File: src/rtl/defr_pkg.sv
package defr_pkg;
  localparam int WORD_W    = 64;
  localparam int SIDE_W    = 128;
  localparam int TS_BIT    = 61;
  localparam int LEN_LSB   = 32;

  typedef enum logic [1:0] {
    ST_HDR = 2'd0,
    ST_TS  = 2'd1,
    ST_PAY = 2'd2
  } walk_st_e;

  // odd number of 4-byte elements: header and timestamp are multiples of 8 bytes
  function automatic logic odd_elems(input logic [WORD_W-1:0] hdr);
    return hdr[LEN_LSB+2];
  endfunction
endpackage

File: src/rtl/hdr_walker.sv
module hdr_walker
  import defr_pkg::*;
(
  input  logic              clk,
  input  logic              rst,
  input  logic [WORD_W-1:0] in_data,
  input  logic              in_last,
  input  logic              in_valid,
  output logic              in_ready,
  output logic              pay_valid,
  output logic [WORD_W-1:0] pay_word,
  output logic              pay_last,
  output logic              pay_odd,
  output logic [SIDE_W-1:0] pay_side,
  input  logic              stage_ready
);
  walk_st_e          st_q;
  logic [WORD_W-1:0] hdr_q;
  logic [WORD_W-1:0] ts_q;
  logic              in_fire;

  assign in_ready  = (st_q != ST_PAY) || stage_ready;
  assign in_fire   = in_valid && in_ready;
  assign pay_valid = in_valid && (st_q == ST_PAY);
  assign pay_word  = in_data;
  assign pay_last  = in_last;
  assign pay_odd   = odd_elems(hdr_q);
  assign pay_side  = {hdr_q, ts_q};

  always_ff @(posedge clk) begin
    if (rst) begin
      st_q  <= ST_HDR;
      hdr_q <= '0;
      ts_q  <= '0;
    end else if (in_fire) begin
      unique case (st_q)
        ST_HDR: begin
          hdr_q <= in_data;
          ts_q  <= '0;
          if (in_last)             st_q <= ST_HDR;
          else if (in_data[TS_BIT]) st_q <= ST_TS;
          else                     st_q <= ST_PAY;
        end
        ST_TS: begin
          ts_q <= in_data;
          st_q <= in_last ? ST_HDR : ST_PAY;
        end
        default: begin
          if (in_last) st_q <= ST_HDR;
        end
      endcase
    end
  end


  ts_state_chk: assert property (@(posedge clk) disable iff (rst)
    (st_q == ST_TS) |-> hdr_q[TS_BIT]);


  ts_zero_chk: assert property (@(posedge clk) disable iff (rst)
    (st_q == ST_PAY && !hdr_q[TS_BIT]) |-> (ts_q == '0));
endmodule

File: src/rtl/beat_stage.sv
module beat_stage
  import defr_pkg::*;
#(
  parameter int DATA_W = 32
) (
  input  logic              clk,
  input  logic              rst,
  input  logic              take_valid,
  input  logic [WORD_W-1:0] take_word,
  input  logic              take_last,
  input  logic              take_odd,
  input  logic [SIDE_W-1:0] take_side,
  output logic              take_ready,
  output logic [DATA_W-1:0] out_data,
  output logic [SIDE_W-1:0] out_user,
  output logic              out_last,
  output logic              out_valid,
  input  logic              out_ready
);
  localparam int EPW = WORD_W / DATA_W;

  logic [WORD_W-1:0] word_q;
  logic [WORD_W-1:0] word_shift;
  logic [SIDE_W-1:0] side_q;
  logic              last_q;
  logic [1:0]        cnt_q;
  logic              full_q;
  logic              drain_last;
  logic              take;
  logic [1:0]        load_cnt;

  generate
    if (EPW == 2) begin : g_split
      assign word_shift = {word_q[DATA_W-1:0], {DATA_W{1'b0}}};
      assign load_cnt   = (take_last && take_odd) ? 2'd1 : 2'd2;
    end else begin : g_pass
      assign word_shift = word_q;
      assign load_cnt   = 2'd1;
    end
  endgenerate

  assign drain_last = full_q && out_ready && (cnt_q == 2'd1);
  assign take_ready = !full_q || drain_last;
  assign take       = take_valid && take_ready;

  assign out_valid = full_q;
  assign out_data  = word_q[WORD_W-1 -: DATA_W];
  assign out_user  = side_q;
  assign out_last  = last_q && (cnt_q == 2'd1);

  always_ff @(posedge clk) begin
    if (rst) begin
      full_q <= 1'b0;
      cnt_q  <= 2'd0;
      word_q <= '0;
      side_q <= '0;
      last_q <= 1'b0;
    end else if (take) begin
      full_q <= 1'b1;
      word_q <= take_word;
      side_q <= take_side;
      last_q <= take_last;
      cnt_q  <= load_cnt;
    end else if (full_q && out_ready) begin
      if (cnt_q == 2'd1) begin
        full_q <= 1'b0;
        cnt_q  <= 2'd0;
      end else begin
        cnt_q  <= cnt_q - 2'd1;
        word_q <= word_shift;
      end
    end
  end


  hold_chk: assert property (@(posedge clk) disable iff (rst)
    (out_valid && !out_ready) |=> (out_valid && $stable(out_data) &&
                                   $stable(out_user) && $stable(out_last)));


  user_const_chk: assert property (@(posedge clk) disable iff (rst)
    (out_valid && out_ready && !out_last) |=> (out_user == $past(out_user)));


  keep_chk: assert property (@(posedge clk) disable iff (rst)
    (full_q && !out_ready) |=> full_q);


  cnt_range_chk: assert property (@(posedge clk) disable iff (rst)
    full_q |-> (cnt_q != 2'd0 && cnt_q <= 2'(EPW)));
endmodule

File: src/rtl/pkt_deframer.sv
module pkt_deframer
  import defr_pkg::*;
#(
  parameter int DATA_W = 32
) (
  input  logic              clk,
  input  logic              rst,
  input  logic [63:0]       in_data,
  input  logic              in_last,
  input  logic              in_valid,
  output logic              in_ready,
  output logic [DATA_W-1:0] out_data,
  output logic [127:0]      out_user,
  output logic              out_last,
  output logic              out_valid,
  input  logic              out_ready
);
  logic              pay_valid;
  logic [WORD_W-1:0] pay_word;
  logic              pay_last;
  logic              pay_odd;
  logic [SIDE_W-1:0] pay_side;
  logic              stage_ready;

  hdr_walker u_walk (
    .clk        (clk),
    .rst        (rst),
    .in_data    (in_data),
    .in_last    (in_last),
    .in_valid   (in_valid),
    .in_ready   (in_ready),
    .pay_valid  (pay_valid),
    .pay_word   (pay_word),
    .pay_last   (pay_last),
    .pay_odd    (pay_odd),
    .pay_side   (pay_side),
    .stage_ready(stage_ready)
  );

  beat_stage #(.DATA_W(DATA_W)) u_stage (
    .clk       (clk),
    .rst       (rst),
    .take_valid(pay_valid),
    .take_word (pay_word),
    .take_last (pay_last),
    .take_odd  (pay_odd),
    .take_side (pay_side),
    .take_ready(stage_ready),
    .out_data  (out_data),
    .out_user  (out_user),
    .out_last  (out_last),
    .out_valid (out_valid),
    .out_ready (out_ready)
  );
endmodule

File: config.mk
export PLATFORM = sky130hd
export DESIGN_NAME = pkt_deframer
export DESIGN_NICKNAME = d
export VERILOG_FILES = /design/src/rtl/defr_pkg.sv /design/src/rtl/hdr_walker.sv /design/src/rtl/beat_stage.sv /design/src/rtl/pkt_deframer.sv
export SDC_FILE = /design/constraint.sdc
export NUM_CORES = 1
export LEC_CHECK = 0
export BUFFER_PORTS_ARGS = -buffer_cell sky130_fd_sc_hd__buf_2
export CAP_MARGIN = 20
export CORE_ASPECT_RATIO = 1.5
export CORE_UTILIZATION = 55
export DETAILED_ROUTE_END_ITERATION = 8
export PLACE_DENSITY = 0.89
export SYNTH_ARGS = -nofsm -noshare
export SYNTH_HDL_FRONTEND = slang
export SYNTH_SLANG_ARGS = --single-unit
export TNS_END_PERCENT = 50
File: constraint.sdc
create_clock -name clk -period 1.95 [get_ports clk]
set_input_delay 0.0975 -clock clk [delete_from_list [all_inputs] [get_ports clk]]
set_output_delay 0.0975 -clock clk [all_outputs]
set_load 0.02 [all_outputs]
==> results_dict.tcl <==
set metrics [dict create \
    finalWirelength_microns 36300 \
    synth_compound_area_frac 0.181 \
    synth_top_area_frac 0.545 \
    yosysTopAreaCell "dfxtp_1" \
    finalCritPeriodShare 0.963 \
    core_sq_um 21200 \
    worstHoldPathCells 4 \
    grt_max_degree 79 \
    grt_pass1_vias 11100 \
    layout_commonest_cell "nand2_1" \
    multiInputGateArea_sq_um 4720 \
    wire_per_inst_microns 18.3 \
    cts.sinks 326 \
    portBuffers 231 \
    critical_path_class "reg -> out" \
    cts_tree "built" \
    yosys.area_share.adder 0.00104 \
    setup_viol 0 \
    antenna_cells 0 \
    fill_cells 1527 \
    io_pins 232 \
    antenna_found_initial 0 \
    dr.pass1.iters 7 \
    cp-start-kind "flip-flop" \
    synth.area.mux_share 0.000835 \
    fmax_ghz 0.533 \
    grt_pass1_wl_microns 56100 \
    use_met1 0.363 \
    p_leak_nw 5.78 \
    powerDensity_nw_per_um2 941 \
    use_met3 0.0513 \
    hold_viol 0 \
    cts_root_buffer "clkbuf_16" \
    synth_nets 1546 \
    drv_cap 0 \
    clk_pin_slew_worst_paths_ps 70 \
    clk_latency_ps 550 \
    use_met2 0.536 \
    ir_worst_vdd_uv 719 \
    cp_max_fo 4 \
    r2r-end "u_stage.out_user[35]$_SDFFE_PP0P_" \
    dieArea_sq_um 22400 \
    cts_buffer_depth 3 \
    clock_skew_ps 13.7 \
    drc 0 \
    rsz0062_at_grt "false" \
    area_growth_pct 23.3 \
    finalWeightedCongestion 0.845 \
    dp_hpwl_microns 22700 \
    drt_iter0_markers 909 \
    rr_startpoint "u_stage.cnt_q[1]$_SDFFE_PP0P_" \
    num_rows 65 \
    synth_top_family_by_area "simple AND/OR/NAND/NOR gates" \
    die_x_microns 123 \
    yosys.cell_types.count 33 \
    yosys_warnings 0 \
    required_ps 1850 \
    grt-busiest-layer "met2" \
    end_kind "output port" \
    grt.overflow.total 0 \
    synthesis.instances 1476 \
    place_inst 1856 \
    layout_common_cells "483 x nand2_1, 325 x dfxtp_1, 291 x a21oi_1" \
    ff2ff_path_depth 8 \
    min_to "u_stage.cnt_q[1]$_SDFFE_PP0P_" \
    ys_ff_latch 326 \
    final.setup.tns_ps 0 \
    via_count 11400 \
    ys_seq_area_frac 0.545 \
    min_from "out_ready" \
    holdCritPathClass "in -> reg" \
    regArea_sq_um 6530 \
    cp.arrival_ps 1780 \
    ant_nets 0 \
    die_h_microns 183 \
    drive_above_1_share 0.206 \
    relSlewSlack 0.635 \
    synth_area_per_cell_sq_um 8.12 \
    worstMarginPinSlew_ps 547 \
    status "finished clean" \
    routed_via_density 5.77 \
    num-nets-final 1758 \
    start_util 0.565 \
    synthesis.area_sq_um 12000 \
    synth_area_leaders "dfxtp_1 54%, nand2_1 15%, a21oi_1 12%" \
    synth_xor_area_frac 0 \
    ff2ff_setup_slack_ps 160 \
    fin_cells 1978 \
    report.final.slew_viol_count 0 \
    synth_simple_gate_area_frac 0.207 \
    gr-usage-all-layers 0.316 \
    htree_levels 1 \
    period_minus_slack_ps 1880 \
    cts_buffers 29 \
]
==> kinds of logic after synthesis <==
group / Yosys count
mux: 1
compound gates: 364
fa+ha+maj: 1
simple gates: 628
flops: 326
buf+inv: 156
==> report_power, final <==
group          switching, mW  internal (mW)
combinational          0.889          0.467
clock                   2.52           3.05
sequential             0.119           6.85
==> Yosys cell counts <==
master and n:
nand2_1 483, dfxtp_1 326, a21oi_1 291, nor2_1 67
nand3_1 64, clkbuf_1 53, buf_2 48, a22oi_1 33
buf_4 33, a211oi_2 27, buf_1 15, a211oi_1 4
inv_1 4, buf_6 3, nand2b_1 3, nand3b_1 3
a311oi_1 2, nor2b_1 2, a21bo_2 1, a21boi_1 1
a2bb2oi_1 1, and2_1 1, and3_1 1, and3b_1 1
ha_1 1, mux2i_1 1, nand2_2 1, nor2_2 1
nor3b_1 1, o22a_2 1, o22ai_4 1, o31a_1 1
o41ai_1 1
==> critical path, stage by stage, from the launching register on <==
cell,delay (ps)
dfxtp_1,350
inv_1,70
ha_2,210
a21boi_2,220
nand3b_1,190
buf_2,210
==> through the flow <==
step                hold WS [ps]  setup slack (ps)  power (mW)  area (sq um)  utilization
CTS                         38.6              1.15        13.9         14800        0.695
global route                99.3              25.1        14.3         14800        0.696
finish                      65.9              72.7        13.9         14800        0.696
detailed placement           375               175        8.32         13100        0.619
global placement             363               275        8.28         13100        0.619
floorplan                    207               478        7.91         12000            -
==> worst max-delay path by stage <==
stage	slack, ps	depth (start not counted)	startpoint	endpoint
2_1_floorplan	480	8	u_stage.cnt_q[1]$_SDFFE_PP0P_	u_stage.word_q[11]$_SDFFE_PP0P_
3_5_place_dp	170	8	u_stage.cnt_q[1]$_SDFFE_PP0P_	u_stage.out_user[65]$_SDFFE_PP0P_
6_report	70	5	u_stage.cnt_q[1]$_SDFFE_PP0P_	in_ready
5_1_grt	30	5	u_stage.cnt_q[1]$_SDFFE_PP0P_	in_ready
3_3_place_gp	270	7	u_stage.cnt_q[0]$_SDFFE_PP0P_	u_stage.out_user[101]$_SDFFE_PP0P_
4_1_cts	1	5	u_stage.cnt_q[1]$_SDFFE_PP0P_	in_ready
==> area by class of cell <==
type                            count  area share
Multi-Input combinational cell    995       0.319
Inverter                            4     0.00102
Tap cell                          268      0.0227
Clock inverter                     11     0.00516
Sequential cell                   326       0.442
Timing Repair Buffer              332       0.152
Clock buffer                       42      0.0578
==> sequential cells by signal, summed over array words and instances, names as in the netlist <==
signal,cells
u_stage.cnt_q,2
u_stage.last_q,1
u_stage.out_user,128
u_stage.out_valid,1
u_stage.word_q,64
u_walk.hdr_q,64
u_walk.st_q,2
u_walk.ts_q,64
==> routing by layer <==
layer,wire [microns],vias to the layer above
li1,-,5266
met1,13200,5328
met2,17900,641
met3,2750,180
met4,2430,0
met5,0,-
==> timing repair <==
item,in CTS,in global routing
hold buffers,67,0
setup endpoints to repair,1,6
gates cloned,0,1
endpoints found under the hold margin,203,0
gates resized for setup,2,2
buffers inserted,0,1
pin swaps,0,2
Power figures use the tool's default switching activity.
